### src/rtl/mpc_pkg.sv
package mpc_pkg;
  typedef enum logic [3:0] {
    IC_HALT  = 4'h0,
    IC_NOP   = 4'h1,
    IC_CMOV  = 4'h2,
    IC_IMM   = 4'h3,
    IC_STORE = 4'h4,
    IC_LOAD  = 4'h5,
    IC_ALU   = 4'h6,
    IC_JUMP  = 4'h7,
    IC_CALL  = 4'h8,
    IC_RET   = 4'h9,
    IC_PUSH  = 4'hA,
    IC_POP   = 4'hB
  } icode_e;

  localparam int unsigned ICODE_W = 4;

  typedef enum logic [1:0] {
    PC_SRC_SEQ = 2'd0,
    PC_SRC_CONST = 2'd1,
    PC_SRC_MEM = 2'd2
  } pc_src_e;
endpackage

### src/rtl/mem_sel.sv
module mem_sel
  import mpc_pkg::*;
#(
  parameter int unsigned W = 64
) (
  input  logic [ICODE_W-1:0] icode,
  input  logic [W-1:0]       val_a,
  input  logic [W-1:0]       val_e,
  input  logic [W-1:0]       val_p,
  output logic [W-1:0]       addr,
  output logic [W-1:0]       wdata,
  output logic               rd,
  output logic               wr
);
  logic addr_from_a;

  always_comb begin
    rd          = (icode == IC_LOAD) || (icode == IC_POP) || (icode == IC_RET);
    wr          = (icode == IC_STORE) || (icode == IC_PUSH) || (icode == IC_CALL);
    addr_from_a = (icode == IC_POP) || (icode == IC_RET);
    addr        = addr_from_a ? val_a : val_e;
    wdata       = (icode == IC_CALL) ? val_p : val_a;
  end

  // read and write strobes are mutually exclusive
  always_comb begin
    p_rd_wr_excl_r2: assert (!(rd && wr));
  end
endmodule

### src/rtl/pc_next_sel.sv
module pc_next_sel
  import mpc_pkg::*;
#(
  parameter int unsigned W = 64
) (
  input  logic [ICODE_W-1:0] icode,
  input  logic               cnd,
  input  logic [W-1:0]       val_c,
  input  logic [W-1:0]       val_m,
  input  logic [W-1:0]       val_p,
  output logic [W-1:0]       next_pc
);
  pc_src_e src;

  always_comb begin
    unique case (icode)
      IC_RET:  src = PC_SRC_MEM;
      IC_CALL: src = PC_SRC_CONST;
      IC_JUMP: src = cnd ? PC_SRC_CONST : PC_SRC_SEQ;
      default: src = PC_SRC_SEQ;
    endcase
  end

  always_comb begin
    case (src)
      PC_SRC_MEM:   next_pc = val_m;
      PC_SRC_CONST: next_pc = val_c;
      default:      next_pc = val_p;
    endcase
  end
endmodule

### src/rtl/pc_reg.sv
module pc_reg #(
  parameter int unsigned W        = 64,
  parameter logic [W-1:0] RESET_PC = '0
) (
  input  logic         clk,
  input  logic         rst_n,
  input  logic         run_ok,
  input  logic [W-1:0] next_pc,
  output logic [W-1:0] pc
);
  always_ff @(posedge clk or negedge rst_n) begin
    if (!rst_n)      pc <= RESET_PC;
    else if (run_ok) pc <= next_pc;
  end

  // no advance without run permit
  p_hold_r10: assert property (@(posedge clk) disable iff (!rst_n)
    !run_ok |=> $stable(pc));
endmodule

### src/rtl/mem_pc_select.sv
module mem_pc_select
  import mpc_pkg::*;
#(
  parameter int unsigned W = 64
) (
  input  logic         clk,
  input  logic         rst_n,
  input  logic         run_ok,
  input  logic [3:0]   icode,
  input  logic         cnd,
  input  logic [W-1:0] val_a,
  input  logic [W-1:0] val_c,
  input  logic [W-1:0] val_e,
  input  logic [W-1:0] val_m,
  input  logic [W-1:0] val_p,
  output logic [W-1:0] mem_addr,
  output logic [W-1:0] mem_wdata,
  output logic         mem_read,
  output logic         mem_write,
  output logic [W-1:0] pc
);
  logic [W-1:0] next_pc;

  mem_sel #(.W(W)) u_mem_sel (
    .icode(icode), .val_a(val_a), .val_e(val_e), .val_p(val_p),
    .addr(mem_addr), .wdata(mem_wdata), .rd(mem_read), .wr(mem_write)
  );

  pc_next_sel #(.W(W)) u_pc_next_sel (
    .icode(icode), .cnd(cnd), .val_c(val_c), .val_m(val_m), .val_p(val_p),
    .next_pc(next_pc)
  );

  pc_reg #(.W(W)) u_pc_reg (
    .clk(clk), .rst_n(rst_n), .run_ok(run_ok), .next_pc(next_pc), .pc(pc)
  );

  p_ret_pc_r5: assert property (@(posedge clk) disable iff (!rst_n)
    (run_ok && icode == IC_RET) |=> (pc == $past(val_m)));

  p_call_pc_r6: assert property (@(posedge clk) disable iff (!rst_n)
    (run_ok && icode == IC_CALL) |=> (pc == $past(val_c)));

  p_call_data_r4: assert property (@(posedge clk) disable iff (!rst_n)
    (icode == IC_CALL) |-> (mem_write && mem_wdata == val_p));

  p_stack_addr_r3: assert property (@(posedge clk) disable iff (!rst_n)
    (icode == IC_POP || icode == IC_RET) |-> (mem_read && mem_addr == val_a));
endmodule

### config.mk
export PLATFORM = sky130hd
export DESIGN_NAME = mem_pc_select
export DESIGN_NICKNAME = d
export VERILOG_FILES = /design/src/rtl/mpc_pkg.sv /design/src/rtl/mem_sel.sv /design/src/rtl/pc_next_sel.sv /design/src/rtl/pc_reg.sv /design/src/rtl/mem_pc_select.sv
export SDC_FILE = /design/constraint.sdc
export NUM_CORES = 1
export LEC_CHECK = 0
export BUFFER_PORTS_ARGS = -buffer_cell sky130_fd_sc_hd__buf_2
export CAP_MARGIN = 40
export CORE_AREA = 3 3 203 205
export CTS_BUF_LIST = sky130_fd_sc_hd__clkbuf_16
export DETAILED_ROUTE_END_ITERATION = 16
export DIE_AREA = 0 0 206 208
export GPL_TIMING_DRIVEN = 0
export HOLD_SLACK_MARGIN = 0.05
export PLACE_DENSITY_LB_ADDON = 0.1
export SLEW_MARGIN = 20
export SYNTH_ARGS = -nofsm -noshare
export SYNTH_HDL_FRONTEND = slang
export SYNTH_SLANG_ARGS = --single-unit
export TNS_END_PERCENT = 50
### constraint.sdc
create_clock -name clk -period 1.16 [get_ports clk]
set_input_delay 0.116 -clock clk [delete_from_list [all_inputs] [get_ports clk]]
set_output_delay 0.116 -clock clk [all_outputs]
set_load 0.01 [all_outputs]
* Word level (Yosys, flattened, before mapping)
Cells that the tools add are included.
** Storage, ports and cells
- Memories kept :: 0
- Logic and storage cells :: 20
- Bits in writable memories :: 0
- Register bits :: 64
- Memory bits (read-only) :: 0
- Bits in latches :: 0
** Operators by class
- Magnitude comparators :: 0
- Multiply operators :: 0
- Bitwise logic cells :: 0
- Muxes and demuxes :: 5
- Shift-type cells :: 0
- Reductions and logical operators :: 5
- Divide/modulo/power cells :: 0
- Equal/unequal tests :: 9
- Add/sub/neg operators :: 0
** Operators by type and width (count)
- $mux W64 :: 2
- $pmux W64 S2 :: 1
- $eq A4 B4 Y1 const B :: 4
- $eq A4 B3 Y1 const B :: 3
- $pmux W2 S3 :: 1
- $logic_or A1 B1 Y1 :: 5
- $eq A2 B1 Y1 const B :: 1
- $eq A2 B2 Y1 const B :: 1
- $mux W1 :: 1

* Longest topological paths before layout
Gate-level depths: netlist (run 1).
- Word-level depth :: 4
- Gate-level depth with buffers :: 11

* Hierarchy
Synthesis (run 1) repeated with hierarchy kept, for this count alone.
** Unflattened totals
- Cell total of the unflattened synthesis :: 512
- Area total of the unflattened synthesis :: 5816.8 um^2
** By module, submodules not included
- pc_reg :: cells an instance 135, instances 1, area an instance 2678.8 um^2
- mem_sel :: cells an instance 148, instances 1, area an instance 1898.1 um^2
- pc_next_sel :: cells an instance 229, instances 1, area an instance 1239.9 um^2

* Least setup slack after synthesis (run 1)
Ideal clock, no wire load.
- Path type :: input to register
- Start point :: input icode[2]
- End point :: register u_pc_reg.pc[0]
- Library setup time :: 0.127 ns
- Path slack :: -0.765 ns
- Arrival time :: 1.798 ns
- Stages on the path :: 11
- Path through :: nand2b_1 > nor3_2 > buf_4 > buf_6 > a41o_1 > ha_1 > nand2b_1 > buf_2 > buf_1 > a221oi_1 > nor2_1
** Between the ends
- Cells in the longest elaborated chain, start to end :: 4
** RTL lines
- start, declared :: line mem_pc_select.sv:9 : input logic [3:0] icode,
- $eq A4 B3 Y1 / $eq A4 B4 Y1 (equally long branches) :: line pc_next_sel.sv:16 : unique case (icode)
- $pmux W2 S3 (*) :: line pc_next_sel.sv:16
- $eq A2 B1 Y1 / $eq A2 B2 Y1 (equally long branches) :: line pc_next_sel.sv:25 : case (src)
- $pmux W64 S2 (*) :: line pc_next_sel.sv:25
- end signal, assigned :: line pc_reg.sv:13 : else if (run_ok) pc <= next_pc;
- end, declared :: line pc_reg.sv:9 : output logic [W-1:0] pc
Every way passes the cells marked *; elsewhere a longest branch is shown, timed or not.
A chain may end at the register's enable or synchronous reset.

* Worst setup path after layout (run 1)
- Start point :: input icode[2]
- End point :: register u_pc_reg.pc[18]
The elaborated chain is that of the path after synthesis.

==> impl_metrics.json, run 1 <==
{
  "setup_viol": 192,
  "edff_count_synth": 0,
  "instance_area_after_placement_um2": 8493,
  "die_x_um": 206,
  "pwr-share-comb": 0.421,
  "synth_async_sr_flop_share": 1.000,
  "grt_setup_unrepaired": "yes",
  "placement.io_buffers": 521,
  "path_cells": "buf_6 -> nand2b_4 -> nor3_4 -> buf_12 -> buf_12 -> a41o_1 -> ha_4 -> nand2b_4 -> buf_12 -> clkbuf_16 -> a221oi_4 -> nor2_1",
  "syn_area_um2": 5052,
  "worst-endpoint-required_ps": 1390,
  "initial_utilization": 0.1275,
  "synth_most_common_cell": "sky130_fd_sc_hd__mux2_1",
  "design_internal_power_mw": 6.560,
  "finalCritPeriodShare": 1.510,
  "synth.ff_latch_count": 64,
  "nets": 1510,
  "tritoncts.num_buffers": 9,
  "antenna_found_initial": 1,
  "die_y_um": 208,
  "cp_slowest_stage_delay_ps": 230,
  "worst_pin_slew_ps": 549.6,
  "detail_route.wl_per_cell_um": 20.20,
  "drt_first_pass_iters": 5,
  "power.clock.fraction": 0.305,
  "worstSkewPairLatency_ps": 340,
  "grt_first_pass_wirelength_mm": 47.24,
  "timing.clock.skew_ps": 0,
  "yosys.area.top_type_share": 0.3170,
  "synth_area_leader_cell": "sky130_fd_sc_hd__dfrtp_1",
  "layout_setup_ws_ps": -591.3,
  "total_nets_after_synthesis": 849,
  "ir_drop_v": 0.0006112,
  "layout.cell_area.non_filler_um2": 12160,
  "clock_sink_count": 64,
  "die_area_um2": 42850,
  "post-dp-hpwl_mm": 26.28,
  "gpl.final_weighted_congestion": 0.7412,
  "fraction_of_layout_cells_with_a_size_suffix_above_1": 0.6731,
  "clock_tree_from_tritoncts": "yes",
  "max_fanout_on_critical_path": 6,
  "largest_reg_flops": 64,
  "max_freq_ghz": 0.5710,
  "yosysUniqueCellTypes": 20,
  "row_count": 73,
  "detail_route.wirelength_mm": 34.54,
  "ys_top_cells_by_count": "sky130_fd_sc_hd__mux2_1, sky130_fd_sc_hd__nand3b_1, sky130_fd_sc_hd__nor2_1",
  "timing.critical_path.buf_inv": 5,
  "first_global_vias": 7590,
  "finalNonFillerCells": 1710,
  "failed_checks": "negative setup slack",
  "mapped_cells": 519,
  "detail_route.iter0.violations": 159,
  "root_buffer": "sky130_fd_sc_hd__clkbuf_16",
  "timing.critical_path.from_type": "primary input",
  "sequential_cell_fraction_of_total_power": 0.274,
  "grt_util_all_layers": 0.1464,
  "htree_num_levels": 3,
  "synthesis.yosys.warnings": 0,
  "end_kind": "flip-flop",
  "placement.setup.worst_slack_ps": -1787,
  "syn_to_final_growth_pct": 140.6,
  "fillCellCount": 4194,
  "worst_setup_hold_path_clk_slew_ps": 70,
  "postSynth.topFlopCell": "sky130_fd_sc_hd__dfrtp_1",
  "io_pins": 522,
  "clockBufferDepth": 2,
  "worst_path_dominant_cell_family": "buffers and inverters",
  "sw_frac_of_total": 0.3272,
  "cp_slowest_cell": "sky130_fd_sc_hd__a221oi_4",
  "grt_overflow_total": 0,
  "detail_route.drc_violations": 0,
  "postLayoutCoreUtil": 0.3066,
  "finalHoldViolations": 0,
  "viasPerCell": 4.080,
  "timing.critical_path.arrival_ps": 1990,
  "hold_class": "in -> reg",
  "yosys-top-cells-area": "sky130_fd_sc_hd__dfrtp_1, sky130_fd_sc_hd__mux2_1, sky130_fd_sc_hd__a221oi_1, sky130_fd_sc_hd__nand3b_1, sky130_fd_sc_hd__mux2_2",
  "total_power_draw_mw": 9.750,
  "detail-route-antenna-nets": 0,
  "fin_crit_period_ps": 1751,
  "dp_cells": 1568,
  "timing_worst_setup_path_type": "in -> reg",
  "netSwitchingPower_mw": 3.191,
  "final_max_slew_viol_count": 0,
  "cellLeakagePower_nw": 5.778,
  "run_status": "complete, but fails checks",
  "worst_slew_margin_rel": 0.6336,
  "dr_total_vias": 6977,
  "worst_path_most_repeated_cell": "sky130_fd_sc_hd__buf_12",
  "maxCapViolCount": 0,
  "maximum_number_of_pins_on_one_net_before_global_route_repair": 34,
  "placeableCoreArea_um2": 39640,
  "average_footprint_of_a_synthesized_cell_um2": 9.735,
  "p_per_area_nw_per_um2": 802.1,
  "ys_seq_area_frac": 0.3170
}
-- layout by cell type (no fill, tap or decap), drive strengths merged --
cell         instances
a21boi               1
a221oi              64
a41o                 1
a41oi                1
buf                573
bufinv               2
clkbuf              34
clkinv               3
dfrtp               64
diode                1
dlygate4sd3        108
ha                   2
inv                  3
mux2               128
nand2b               3
nand3b              65
nor2                65
nor2b                2
nor3                 1
o21ai               64
-- cell families after synthesis --
family	share of synthesized area
fa+ha+maj	0.004952
mux	0.2853
compound gates	0.1795
buf+inv	0.06018
flops	0.3170
simple gates	0.1530
-- power groups by stage --
stage / Combinational (mW) / Sequential [mW] / Clock, mW
floorplan: 1.07 / 2.85 / 0
global placement: 2.92 / 2.70 / 0
detailed placement: 2.91 / 2.71 / 0
CTS: 3.56 / 2.67 / 3.13
global route: 4.43 / 2.71 / 3.20
finish: 4.10 / 2.67 / 2.98
-- area by class of cell --
type | count | area [um^2] | area share
sequential | 64 | 1602 | 0.1318
buffer | 54 | 594.3 | 0.04889
tap | 525 | 656.9 | 0.05404
clock inverter | 6 | 76.32 | 0.006279
clock buffer | 9 | 225.2 | 0.01853
multi-input combinational | 397 | 4352 | 0.3580
timing repair buffer | 652 | 4639 | 0.3817
antenna | 1 | 2.502 | 0.0002059
inverter | 2 | 7.507 | 0.0006176
-- through the flow --
| step | hold slack [ps] | setup TNS, ps |
|---|---|---|
| 3_5_place_dp | 124.2 | -154350 |
| 3_3_place_gp | 372.1 | -207150 |
| 6_report | 54.07 | -76150 |
| 5_1_grt | 58.73 | -87690 |
| 2_1_floorplan | -179.6 | -41270 |
| 4_1_cts | 50.02 | -93970 |
-- routing by layer --
metal,share of wire,vias to the layer above,track usage
met5,0,-,0
met4,0.017,0,0.03371
li1,-,3320,-
met2,0.52,285,0.2730
met3,0.058,28,0.03004
met1,0.40,3344,0.1698
-- final timing paths --
path                            startpoint               to  slack, ps  cells after the start
max reg2reg                 u_pc_reg.pc[8]   u_pc_reg.pc[8]        410                      2
min in group asynchronous            rst_n  u_pc_reg.pc[18]        310                      2
max                               icode[2]  u_pc_reg.pc[18]       -590                     12
max in group asynchronous            rst_n   u_pc_reg.pc[0]        250                      3
min reg2reg                u_pc_reg.pc[21]  u_pc_reg.pc[21]        520                      2
min                              val_m[54]  u_pc_reg.pc[54]         50                      3
-- tightest hold or removal path, cell delays in order --
cell and delay, ps:
sky130_fd_sc_hd__buf_2 100, sky130_fd_sc_hd__a221oi_4 50, sky130_fd_sc_hd__nor2_1 80
-- repair_timing --
action,4_1_cts,5_1_grt
hold endpoints to repair,92,0
gates resized for setup,164,206
gates cloned,2,7
buffers inserted,7,4
setup endpoints to repair,192,192
hold buffers,108,0
pin swaps,15,28
Note: power is estimated with default switching activity, not from simulation.
==> inputs of run 2 (changes only) <==
Settings changed: ABC_AREA set to 1, CORE_AREA 3 3 203 205 to 3 3 205 207, DIE_AREA 0 0 206 208 to 0 0 208 210.
==> run 2 against run 1 <==
The run still ends with negative setup slack left. Fmax increased by 34%. Critical path depth grew 1. Utilization is 1.7 points lower. Non-clock buffer count shrank 74. Sequential cell count did not move. Die area increased by 1.9%. Global-route usage up 1.7 points. Synthesized area is 14% higher. Cell count grew 27%. Sequential power hardly changed. Largest cell class is now multi-input combinational cells.
==> impl_metrics.json, run 2 <==
{
  "row_count": 74,
  "nets": 1957,
  "placeableCoreArea_um2": 40550,
  "postSynth.topFlopCell": "sky130_fd_sc_hd__dfrtp_1",
  "setup_viol": 180,
  "gpl.final_weighted_congestion": 0.8743,
  "max_freq_ghz": 0.7655,
  "drt_first_pass_iters": 4,
  "instance_area_after_placement_um2": 9290,
  "worst_pin_slew_ps": 555.5,
  "total_nets_after_synthesis": 1389,
  "detail_route.iter0.violations": 304,
  "average_footprint_of_a_synthesized_cell_um2": 5.448,
  "finalHoldViolations": 0,
  "mostFrequentLayoutCell": "sky130_fd_sc_hd__nand2_1",
  "yosys.area.top_type_share": 0.4196,
  "placement.io_buffers": 521,
  "maximum_number_of_pins_on_one_net_before_global_route_repair": 36,
  "clock_sink_count": 64,
  "htree_num_levels": 3,
  "worst_setup_hold_path_clk_slew_ps": 70,
  "synth_area_leader_cell": "sky130_fd_sc_hd__nand2_1",
  "final_max_slew_viol_count": 0,
  "clockBufferDepth": 2,
  "post-dp-hpwl_mm": 30.33,
  "synth_async_sr_flop_share": 1.000,
  "tritoncts.num_buffers": 9,
  "syn_to_final_growth_pct": 103.4,
  "hold-worst-slack_ps": 60.52,
  "viasPerCell": 4.099,
  "finalCritPeriodShare": 1.126,
  "fraction_of_layout_cells_with_a_size_suffix_above_1": 0.5230,
  "largest_reg_flops": 64,
  "worst_slew_margin_rel": 0.6296,
  "detail_route.wl_per_cell_um": 18.20,
  "maxCapViolCount": 0,
  "detail_route.wirelength_mm": 39.41,
  "grt_overflow_total": 0,
  "yosysUniqueCellTypes": 16,
  "ir_drop_v": 0.0004630,
  "mapped_cells": 1059,
  "worst-endpoint-required_ps": 1380,
  "timing.critical_path.from_type": "primary input",
  "first_global_vias": 8903,
  "initial_utilization": 0.1423,
  "detail_route.drc_violations": 0,
  "grt_first_pass_wirelength_mm": 54.61,
  "synth.ff_latch_count": 64,
  "dr_total_vias": 8875,
  "die_x_um": 208,
  "grt_setup_unrepaired": "yes",
  "max_fanout_on_critical_path": 5,
  "p_per_area_nw_per_um2": 781.9,
  "grt_use_met3": 0.04227,
  "layout_setup_ws_ps": -146.3,
  "global_route.peak_usage_layer": "met2",
  "leading_cell_types_in_the_layout_fill_and_taps_excluded": "sky130_fd_sc_hd__nand2_1, sky130_fd_sc_hd__buf_2, sky130_fd_sc_hd__nand3_1",
  "root_buffer": "sky130_fd_sc_hd__clkbuf_16",
  "hold_class": "in -> reg",
  "clock_tree_from_tritoncts": "yes",
  "end_kind": "flip-flop",
  "groute.layer.met1.usage": 0.1951,
  "postLayoutCoreUtil": 0.2894,
  "die_area_um2": 43680,
  "synthesis.yosys.warnings": 0,
  "ys_seq_area_frac": 0.2776,
  "edff_count_synth": 0,
  "grt_util_all_layers": 0.1636,
  "timing.critical_path.arrival_ps": 1530,
  "synth_most_common_cell": "sky130_fd_sc_hd__nand2_1",
  "die_y_um": 210,
  "fin_crit_period_ps": 1306,
  "layout.cell_area.non_filler_um2": 11740,
  "syn_area_um2": 5769,
  "yosys-top-cells-area": "sky130_fd_sc_hd__nand2_1, sky130_fd_sc_hd__dfrtp_1, sky130_fd_sc_hd__nand3_1, sky130_fd_sc_hd__a21oi_1, sky130_fd_sc_hd__inv_1",
  "ys_top_cells_by_count": "sky130_fd_sc_hd__nand2_1, sky130_fd_sc_hd__nand3_1, sky130_fd_sc_hd__inv_1, sky130_fd_sc_hd__a21oi_1, sky130_fd_sc_hd__dfrtp_1",
  "io_pins": 522,
  "run_status": "complete, but fails checks",
  "timing.clock.skew_ps": 0,
  "timing_worst_setup_path_type": "in -> reg",
  "gr_util_met2": 0.2942,
  "worstSkewPairLatency_ps": 340,
  "failed_checks": "negative setup slack",
  "antenna_found_initial": 3,
  "detail-route-antenna-nets": 0,
  "cellLeakagePower_nw": 6.642
}
run 2: area by class of cell:
cell class / instances / area, um^2
fillers: 4585 / 28820
multi-input cells: 848 / 4571
flip-flops and latches: 64 / 1602
clock inverters: 6 / 22.52
diodes: 2 / 5.005
inverters: 72 / 295.3
plain buffers: 75 / 874.6
clock buffers: 9 / 225.2
repair buffers: 557 / 3475
well taps: 532 / 665.6
run 2: cell families after synthesis:
group | share of synthesized area
flip-flops | 0.2776
AO/OA/AOI/OAI | 0.05812
AND/OR/NAND/NOR | 0.5372
buffers and inverters | 0.1228
adder cells (fa/ha/maj) | 0.004337
run 2: per-layer routing:
layer  part of all wire  vias up
met2               0.50      344
met5            0.00033        -
met1               0.41     4082
met3              0.067       39
li1                   -     4408
met4              0.021        2
run 2: critical path, stage by stage:
cell and delay (ps):
sky130_fd_sc_hd__buf_8 110, sky130_fd_sc_hd__nor2_4 140, sky130_fd_sc_hd__nand2_2 90, sky130_fd_sc_hd__buf_12 140
sky130_fd_sc_hd__o21ai_4 70, sky130_fd_sc_hd__inv_2 70, sky130_fd_sc_hd__ha_4 190, sky130_fd_sc_hd__clkbuf_16 190
sky130_fd_sc_hd__buf_8 140, sky130_fd_sc_hd__nand2_4 50, sky130_fd_sc_hd__nand3_2 70, sky130_fd_sc_hd__nand2_1 70
sky130_fd_sc_hd__nand2_1 60
run 2: path summary, 6_finish.rpt:
kind / end / from / cells after the start / slack (ps)
setup / recovery: u_pc_reg.pc[50] / icode[2] / 13 / -150
hold / removal: u_pc_reg.pc[12] / val_m[12] / 5 / 60
setup reg to reg: u_pc_reg.pc[10] / u_pc_reg.pc[10] / 2 / 530
hold reg to reg: u_pc_reg.pc[57] / u_pc_reg.pc[57] / 2 / 470
max in group asynchronous: u_pc_reg.pc[62] / rst_n / 3 / 260
min in group asynchronous: u_pc_reg.pc[26] / rst_n / 2 / 300
run 2: repair_timing:
action	4_1_cts	5_1_grt
hold buffers	1	0
setup endpoints to repair	194	190
hold endpoints to repair	29	0
gates resized for setup	170	232
setup buffers	10	4
pin swaps	14	74
gates cloned	3	17
run 2: power by group:
group	internal, mW	switching [mW]	total (mW)
Clock	1.39	1.12	2.51
Combinational	1.78	2.23	4.01
Sequential	2.51	0.143	2.65
run 2: per-stage QoR:
step                total power [mW]  instances  TNS (ps)  setup WS [ps]
floorplan                      4.182       1059    -11910         -203.9
global placement               6.045       2112   -146280         -970.0
detailed placement             6.045       2113   -106130         -953.1
CTS                            8.918       2142    -14740         -149.2
global route                   9.774       2165    -26440         -215.5
finish                         9.176       2165    -15290         -146.3
